### config.mk
export PLATFORM = sky130hd
export DESIGN_NAME = mwin_bank_port
export DESIGN_NICKNAME = d
export VERILOG_FILES = /design/src/rtl/mwin_pkg.sv /design/src/rtl/mwin_decode.sv /design/src/rtl/mwin_port_reg.sv /design/src/rtl/mwin_rd_mux.sv /design/src/rtl/mwin_bank_port.sv
export SDC_FILE = /design/constraint.sdc
export NUM_CORES = 1
export LEC_CHECK = 0
export ABC_AREA = 1
export ABC_CLOCK_PERIOD_IN_PS = 2100
export BUFFER_PORTS_ARGS = -buffer_cell sky130_fd_sc_hd__buf_2
export CAP_MARGIN = 20
export CELL_PAD_IN_SITES_DETAIL_PLACEMENT = 0
export CELL_PAD_IN_SITES_GLOBAL_PLACEMENT = 1
export CORE_MARGIN = 4
export CORE_UTILIZATION = 24
export DETAILED_ROUTE_END_ITERATION = 10
export GPL_TIMING_DRIVEN = 0
export HOLD_SLACK_MARGIN = 0.15
export PLACE_DENSITY_LB_ADDON = 0.1
export SYNTH_ARGS = -nofsm -noshare
export SYNTH_HDL_FRONTEND = slang
export SYNTH_SLANG_ARGS = --single-unit
### constraint.sdc
create_clock -name clk -period 2.1 [get_ports clk]
set_input_delay 0 -clock clk [delete_from_list [all_inputs] [get_ports clk]]
set_output_delay 0 -clock clk [all_outputs]
set_load 0.01 [all_outputs]
### src/rtl/mwin_pkg.sv
package mwin_pkg;

   typedef enum logic [1:0] {
      RGN_NONE = 2'd0,
      RGN_RAM  = 2'd1,
      RGN_PORT = 2'd2,
      RGN_ROM  = 2'd3
   } region_t;

endpackage

### src/rtl/mwin_decode.sv
module mwin_decode
   import mwin_pkg::*;
#(
   parameter int              ADDR_W        = 16,
   parameter int              TAG_W         = 4,
   parameter logic [3:0]      WIN_TAG       = 4'hE,
   parameter bit              PORT_AT_TOP   = 1'b1,
   parameter logic [15:0]     ROM_BASE      = 16'hF000,
   parameter int              ROM_SPAN_LOG2 = 11
) (
   input  logic [ADDR_W-1:0] addr,
   output region_t           region
);
   localparam int LOW_W = ADDR_W - TAG_W;

   initial begin
      assert (TAG_W > 0 && TAG_W <= 4 && TAG_W < ADDR_W)
         else $error("mwin_decode: TAG_W out of range");
      assert (ROM_SPAN_LOG2 > 0 && ROM_SPAN_LOG2 < ADDR_W && ADDR_W <= 16)
         else $error("mwin_decode: ROM span out of range");
   end

   logic [TAG_W-1:0]  tag;
   logic [LOW_W-1:0]  low;
   logic              win_hit;
   logic              port_hole;
   logic              rom_hit;

   assign tag     = addr[ADDR_W-1 -: TAG_W];
   assign low     = addr[LOW_W-1:0];
   assign win_hit = (tag == WIN_TAG[TAG_W-1:0]);
   assign rom_hit = (addr[ADDR_W-1:ROM_SPAN_LOG2] == ROM_BASE[ADDR_W-1:ROM_SPAN_LOG2]);

   generate
      if (PORT_AT_TOP) begin : g_port_top
         assign port_hole = &low;
      end else begin : g_port_bottom
         assign port_hole = ~|low;
      end
   endgenerate

   always_comb begin
      region = RGN_NONE;
      if (win_hit) begin
         region = port_hole ? RGN_PORT : RGN_RAM;
      end else if (rom_hit) begin
         region = RGN_ROM;
      end
   end

endmodule

### src/rtl/mwin_port_reg.sv
module mwin_port_reg #(
   parameter int              DATA_W    = 8,
   parameter logic [7:0]      RESET_VAL = 8'h00
) (
   input  logic              clk,
   input  logic              rst_n,
   input  logic              sel,
   input  logic              wr,
   input  logic [DATA_W-1:0] wdata,
   output logic [DATA_W-1:0] q
);
   initial begin
      assert (DATA_W > 0 && DATA_W <= 8)
         else $error("mwin_port_reg: DATA_W out of range");
   end

   logic wr_q;
   logic wr_rise;
   logic load;

   assign wr_rise = wr & ~wr_q;
   assign load    = wr_rise & sel;

   always_ff @(posedge clk or negedge rst_n) begin
      if (!rst_n) begin
         wr_q <= 1'b0;
         q    <= RESET_VAL[DATA_W-1:0];
      end else begin
         wr_q <= wr;
         if (load) begin
            q <= wdata;
         end
      end
   end

   AST_LATCH_LOAD: assert property (@(posedge clk) disable iff (!rst_n)
      (wr && !wr_q && sel) |=> (q == $past(wdata)));

   AST_LATCH_HOLD: assert property (@(posedge clk) disable iff (!rst_n)
      !(wr && !wr_q && sel) |=> $stable(q));

endmodule

### src/rtl/mwin_rd_mux.sv
module mwin_rd_mux #(
   parameter int DATA_W   = 8,
   parameter int PAGE_W   = 3,
   parameter int PAGE_LSB = 1,
   parameter int MISO_BIT = 0
) (
   input  logic              en,
   input  logic [PAGE_W-1:0] page,
   input  logic              miso,
   input  logic [DATA_W-1:0] gp_in,
   output logic [DATA_W-1:0] rdata
);
   initial begin
      assert (PAGE_LSB + PAGE_W <= DATA_W)
         else $error("mwin_rd_mux: page field exceeds data width");
      assert (MISO_BIT < PAGE_LSB || MISO_BIT >= PAGE_LSB + PAGE_W)
         else $error("mwin_rd_mux: MISO bit overlaps page field");
   end

   logic [DATA_W-1:0] rd_byte;
   logic              unused_gp;

   assign unused_gp = gp_in[MISO_BIT] ^ (^gp_in[PAGE_LSB +: PAGE_W]);

   generate
      for (genvar k = 0; k < DATA_W; k++) begin : g_bit
         if (k == MISO_BIT) begin : g_miso
            assign rd_byte[k] = miso;
         end else if (k >= PAGE_LSB && k < PAGE_LSB + PAGE_W) begin : g_page
            assign rd_byte[k] = page[k-PAGE_LSB];
         end else begin : g_gp
            assign rd_byte[k] = gp_in[k];
         end
      end
   endgenerate

   assign rdata = en ? rd_byte : '0;

endmodule

### src/rtl/mwin_bank_port.sv
module mwin_bank_port
   import mwin_pkg::*;
#(
   parameter int          ADDR_W        = 16,
   parameter int          DATA_W        = 8,
   parameter int          TAG_W         = 4,
   parameter logic [3:0]  WIN_TAG       = 4'hE,
   parameter bit          PORT_AT_TOP   = 1'b1,
   parameter logic [15:0] ROM_BASE      = 16'hF000,
   parameter int          ROM_SPAN_LOG2 = 11,
   parameter int          PAGE_W        = 3,
   parameter int          PAGE_LSB      = 1,
   parameter int          MISO_BIT      = 0,
   parameter int          SD_CS_BIT     = 4,
   parameter int          SD_SCK_BIT    = 5,
   parameter int          SD_MOSI_BIT   = 6,
   parameter logic [7:0]  PORT_RESET    = 8'h00
) (
   input  logic                               clk,
   input  logic                               rst_n,
   input  logic [ADDR_W-1:0]                  bus_addr,
   input  logic [DATA_W-1:0]                  bus_wdata,
   input  logic                               bus_rd,
   input  logic                               bus_wr,
   input  logic [DATA_W-1:0]                  gp_in,
   input  logic                               sd_miso,
   output logic [DATA_W-1:0]                  rdata,
   output logic                               rdata_oe,
   output logic                               sram_cs_n,
   output logic [PAGE_W+ADDR_W-TAG_W-1:0]     sram_addr,
   output logic                               rom_cs_n,
   output logic [DATA_W-1:0]                  port_out,
   output logic                               sd_cs_n,
   output logic                               sd_sck,
   output logic                               sd_mosi
);
   localparam int LOW_W = ADDR_W - TAG_W;

   initial begin
      assert (SD_CS_BIT < DATA_W && SD_SCK_BIT < DATA_W && SD_MOSI_BIT < DATA_W)
         else $error("mwin_bank_port: SD bit outside port");
      assert (PAGE_LSB + PAGE_W <= DATA_W)
         else $error("mwin_bank_port: page field outside port");
   end

   region_t           region;
   logic              strobe;
   logic              port_sel;
   logic [PAGE_W-1:0] page;

   mwin_decode #(
      .ADDR_W        (ADDR_W),
      .TAG_W         (TAG_W),
      .WIN_TAG       (WIN_TAG),
      .PORT_AT_TOP   (PORT_AT_TOP),
      .ROM_BASE      (ROM_BASE),
      .ROM_SPAN_LOG2 (ROM_SPAN_LOG2)
   ) u_decode (
      .addr   (bus_addr),
      .region (region)
   );

   assign strobe   = bus_rd | bus_wr;
   assign port_sel = (region == RGN_PORT);

   mwin_port_reg #(
      .DATA_W    (DATA_W),
      .RESET_VAL (PORT_RESET)
   ) u_port (
      .clk   (clk),
      .rst_n (rst_n),
      .sel   (port_sel),
      .wr    (bus_wr),
      .wdata (bus_wdata),
      .q     (port_out)
   );

   assign page      = port_out[PAGE_LSB +: PAGE_W];
   assign sram_addr = {page, bus_addr[LOW_W-1:0]};
   assign sram_cs_n = ~((region == RGN_RAM) & strobe);
   assign rom_cs_n  = ~((region == RGN_ROM) & strobe);
   assign rdata_oe  = port_sel & bus_rd;

   assign sd_cs_n = port_out[SD_CS_BIT];
   assign sd_sck  = port_out[SD_SCK_BIT];
   assign sd_mosi = port_out[SD_MOSI_BIT];

   mwin_rd_mux #(
      .DATA_W   (DATA_W),
      .PAGE_W   (PAGE_W),
      .PAGE_LSB (PAGE_LSB),
      .MISO_BIT (MISO_BIT)
   ) u_rd_mux (
      .en    (rdata_oe),
      .page  (page),
      .miso  (sd_miso),
      .gp_in (gp_in),
      .rdata (rdata)
   );

   AST_CS_EXCLUSIVE: assert property (@(posedge clk) disable iff (!rst_n)
      !(!sram_cs_n && !rom_cs_n));

   AST_PORT_NOT_RAM: assert property (@(posedge clk) disable iff (!rst_n)
      rdata_oe |-> (sram_cs_n && rom_cs_n));

   AST_IDLE_NO_SELECT: assert property (@(posedge clk) disable iff (!rst_n)
      (!bus_rd && !bus_wr) |-> (sram_cs_n && rom_cs_n && !rdata_oe));

   AST_RDATA_QUIET: assert property (@(posedge clk) disable iff (!rst_n)
      !rdata_oe |-> (rdata == '0));

   AST_PAGE_ON_ADDR: assert property (@(posedge clk) disable iff (!rst_n)
      !sram_cs_n |-> (sram_addr[PAGE_W+LOW_W-1:LOW_W] == port_out[PAGE_LSB +: PAGE_W]));

endmodule

Word-level counts from Yosys, hierarchy flattened
Cells that the tools add are included.
{"block": "totals", "input_bits": 37, "romBits": 0, "elab_cells": 21, "latch_bits": 0, "n_memories": 0, "reg_bits": 9, "mem_bits_rw": 0}
{"block": "op_classes", "muxes": 4, "reduce_logical": 1, "n_lt_le_gt_ge": 0, "n_div": 0, "n_addsub": 0, "n_shift": 0, "mul": 0, "n_eq_ne": 5, "n_bitwise": 9}
{"operator": "$reduce_and A12 Y1", "count": 1}
{"operator": "$mux W8", "count": 1}
{"operator": "$mux W2", "count": 3}
{"operator": "$and A1 B1 Y1", "count": 5}
{"operator": "$eq A5 B5 Y1 const B", "count": 1}
{"operator": "$eq A2 B2 Y1 const B", "count": 2}
{"operator": "$eq A4 B4 Y1 const B", "count": 1}
{"operator": "$not A1 Y1", "count": 3}
{"operator": "$eq A2 B1 Y1 const B", "count": 1}
{"operator": "$or A1 B1 Y1", "count": 1}

Depth between registers and ports, before layout
{"block": "logic_depth", "depth_word": 6, "ltp_mapped": 7, "mapped_depth_nobuf": 7}

By module
A second synthesis with hierarchy kept.
{"block": "hier_totals", "hier_cells": 102, "area_unflattened_um2": 713.2}
{"module": "mwin_port_reg", "n_inst": 1, "area_per_inst_um2": 379.1, "cells_each": 37}
{"module": "mwin_bank_port", "n_inst": 1, "area_per_inst_um2": 185.2, "cells_each": 30}
{"module": "mwin_decode", "n_inst": 1, "area_per_inst_um2": 83.8, "cells_each": 18}
{"module": "mwin_rd_mux", "n_inst": 1, "area_per_inst_um2": 65.1, "cells_each": 17}

Worst setup path before layout
No wires, ideal clock.
{"block": "synth_timing", "path_type": "reg2reg", "startpoint": "register u_port.wr_q", "endpoint": "register u_port.q[1]", "slack_ns": 1.101, "setup_ns": 0.117, "required_ns": 1.983, "path_stages_with_launch": 5, "arrival_time_ns": 0.882, "synth_period_minus_slack_ns": 0.999, "n_path_buf": 0, "path_cell_list": "dfrtp_1 > nor2_2 > nand3_4 > nand2_1 > nand2_1"}
{"block": "synth_via", "elab_chain_cells": 3}
{"item": "from (decl)", "line_no": "mwin_port_reg.sv:17", "text": "logic wr_q;"}
{"item": "from (signal assigned)", "line_no": "mwin_port_reg.sv:29", "text": "wr_q <= wr;"}
{"item": "$not A1 Y1", "line_no": "mwin_port_reg.sv:21", "text": "assign wr_rise = wr & ~wr_q;"}
{"item": "$and A1 B1 Y1", "line_no": "mwin_port_reg.sv:21"}
{"item": "$and A1 B1 Y1", "line_no": "mwin_port_reg.sv:22", "text": "assign load = wr_rise & sel;"}
{"item": "to (signal assigned)", "line_no": "mwin_port_reg.sv:27", "text": "q <= RESET_VAL[DATA_W-1:0];"}
{"item": "to (signal assigned)", "line_no": "mwin_port_reg.sv:31", "text": "q <= wdata;"}
{"item": "to (decl)", "line_no": "mwin_port_reg.sv:10", "text": "output logic [DATA_W-1:0] q"}
Every way passes these cells.
A chain may end at the register's enable or synchronous reset.

Worst setup path after layout
{"block": "layout_timing", "startpoint": "input bus_wr", "endpoint": "register u_port.q[3]"}
{"block": "layout_via", "elab_chain_cells": 2}
{"item": "from (decl)", "line_no": "mwin_bank_port.sv:24", "text": "input logic bus_wr,"}
{"item": "$and A1 B1 Y1", "line_no": "mwin_port_reg.sv:21"}
{"item": "$and A1 B1 Y1", "line_no": "mwin_port_reg.sv:22"}
Every way passes these cells.

==> metrics.md <==
| Metric | Value |
|---|---|
| Worst setup margin | about 0.9 ns |
| Number of buffers created by CTS | 3 |
| Initial Util | 25.83% |
| Slew Limit Fails | 0 |
| Die width | 63.42 µm |
| Tmin final | about 1.2 ns |
| Core Util, Final | 44.08% |
| Setup_tns | 0 ns |
| Post-route cell area | between 1000 and 1500 µm² |
| Hold_ws | 0.1586 ns |
| Final net count | between 200 and 250 |
| Status | completed |
| Max Cap Viol | 0 |
| Vias in the first global route | 799 |
| CTS max path bufs | 2 |
| Cell Area, Synth | 737.0 µm² |
| Die area | 4021 µm² |
| DP Wirelength | 1.702 mm |
| CORE AREA | 2853 µm² |
| CTS tree | built |
| Fin cells | 205 |
| Leak | 0.7722 nW |
| Drt first pass iters | 4 |
| CTS Sinks | 9 |
| Routed WL per cell | 10.12 µm |
| Placed insts | 190 |
| Cts repair resizes | 0 |
| Clock root buffer | clkbuf_4 |
| Routability cong. | 0.6588 |
| YS warnings | 0 |
| Drt total wl | roughly 2.1 mm |
| CP Launch Type | input port |
| Die height | ~63 µm |
| Row count | 19 |
| Worst min-delay path class | in -> reg |
| First-pass GRT wire length | 3.505 mm |
| P&R area growth vs syn | 70.63% |
| Maximum vdd drop | 0.1183 mV |
| Sequential share of power | 41.8% |
| GRT overflow | 0 |
| CP endpoint kind | flip-flop |
| Pre-CTS setup slack | 0.9196 ns |
| Layout Skew | 0.003091 ns |
| DRC viols | 0 |
| Post-Syn Nets | roughly 130 |
| Setup Viol. Count Final | 0 |
| Internal power | a little over 0.3 mW |
| DRT iter0 DRCs | 22 |
| Antenna Cells | 0 |
| Via density | 4.088 |
| DR vias | approximately 840 |
| Seq/Total Area, Yosys | 30.56% |
| Area post-placement | roughly 1100 µm² |
| Post-synth cell types | 16 |
| Tot GR Track Use | a little over a tenth |
| Post-Synthesis Cells | 90 |
| CTS clk-pin slew, worst paths | 0.06 ns |
| PortBufs | between 60 and 70 |
| Final hold viol count | 0 |
| Largest net degree at the start of global routing | 11 |
| Worst-Margin Slew | 0.4360 ns |
| Switch Pwr | 0.1075 mW |
| Layout cells sized above 1 | 63.79% |
| RSZ-0062 raised after global routing | false |
| Worst relative slew slack | 70.90% |
| Skew-Pair Late Insertion Delay | 0.26 ns |
| I/O Pins | 74 |
| Logic pwr share | between 20% and 30% |
| Crit-path max FO | 9 |
| Initial antenna violation count | 0 |
| Crit path required time | 2.25 ns |
| Antenna Nets Post-Route | 0 |
| Overall power | 0.4180 mW |
| Crit path DAT | ~1.4 ns |
| Max Clock Freq | slightly above 0.8 GHz |
| Switching share of power | 25.73% |
| Synthesized area per cell | roughly 8.2 µm² |
| Pwr Density | between 300 and 400 nW/µm² |
| Seq cells post-synth | 9 |
| Setup bufs post-CTS | 0 |
| CTS H-tree depth | 1 |
| Worst Setup Path Type | in -> reg |
| Fin crit share | 58.27% |
| Clk pwr share | about a third |
==> critical path: stages <==
cell and delay [ns]:
dlygate4sd3_1 0.53, buf_2 0.12, inv_1 0.05, nor2_2 0.34
nand3_4 0.18, nand2_1 0.10, nand2_1 0.05
==> what timing repair did <==
action | 4_1_cts | 5_1_grt
hold buffers | 11 | 0
endpoints found under the hold margin | 18 | 0
setup endpoints to repair | 0 | 0
==> power groups by stage <==
stage | registers, mW | logic (mW) | clock network, mW
5_1_grt | 0.175 | 0.123 | 0.146
4_1_cts | 0.175 | 0.113 | 0.138
2_1_floorplan | 0.178 | 0.0425 | 0
3_5_place_dp | 0.178 | 0.0963 | 0
3_3_place_gp | 0.178 | 0.0949 | 0
6_report | 0.175 | 0.111 | 0.132
==> routing by layer <==
| metal | vias up | wire (µm) | track usage, % |
|---|---|---|---|
| met3 | 0 | 217 | 2.842 |
| met1 | 358 | 841 | 13.64 |
| li1 | 440 | - | - |
| met5 | - | 0 | 0 |
| met4 | 0 | 0 | 2.426 |
| met2 | 40 | 1017 | 17.47 |
==> synthesized netlist by cell type, drive strengths merged <==
cell / instances / area (µm²)
nor2: 13 / 92.59
inv: 12 / 45.05
buf: 19 / 146.4
o211ai: 1 / 7.510
nand4: 10 / 77.57
nor3: 1 / 16.27
dfrtp: 9 / 225.2
or2: 1 / 6.260
nand2: 22 / 85.09
nand3: 2 / 35.03
==> cells in the final DEF, fill, tap and decap left out <==
cell	synthesis	routed
buf_2	0	69
buf_4	18	18
buf_6	1	1
clkbuf_1	0	1
clkbuf_4	0	3
dfrtp_1	9	9
dlygate4sd3_1	0	11
inv_1	10	10
inv_2	2	2
nand2_1	21	21
nand2_2	1	1
nand3_4	2	2
nand4_1	9	9
nand4_4	1	1
nor2_1	1	1
nor2_2	11	11
nor2_8	1	1
nor3_4	1	1
o211ai_1	1	1
or2_2	1	1
==> area by class of cell <==
cell class / instances / area, µm²
multi-input cells: 50 / 320.3
repair buffers: 80 / 455.4
plain buffers: 19 / 146.4
clock buffers: 4 / 26.28
fillers: 300 / 1595
flip-flops and latches: 9 / 225.2
well taps: 31 / 38.79
inverters: 12 / 45.04
==> cell families (layout without fill, tap and decap cells) <==
logic type	after synthesis	count (layout)	synth area share, %
compound gates	1	1	1.019
buf+inv	31	115	25.98
flops	9	9	30.56
simple gates	49	49	42.45
==> path summary, 6_finish.rpt <==
kind,start,endpoint,slack (ns),cells past startpoint
worst max-delay path,bus_wr,u_port.q[3]$_DFFE_PN0P_,0.88,7
worst min-delay path,bus_addr[12],u_port.q[4]$_DFFE_PN0P_,0.16,5
worst max register to register,u_port.wr_q$_DFF_PN0_,u_port.q[3]$_DFFE_PN0P_,0.91,4
worst min register to register,u_port.q[0]$_DFFE_PN0P_,u_port.q[0]$_DFFE_PN0P_,0.48,2
max in group asynchronous,rst_n,u_port.q[2]$_DFFE_PN0P_,1.07,3
min in group asynchronous,rst_n,u_port.wr_q$_DFF_PN0_,0.74,3
==> registers in the layout, indices dropped and copies added (netlist names) <==
signal and count:
u_port.wr_q 1, u_port.q 8
No activity file was read; power rests on OpenSTA's default activity.
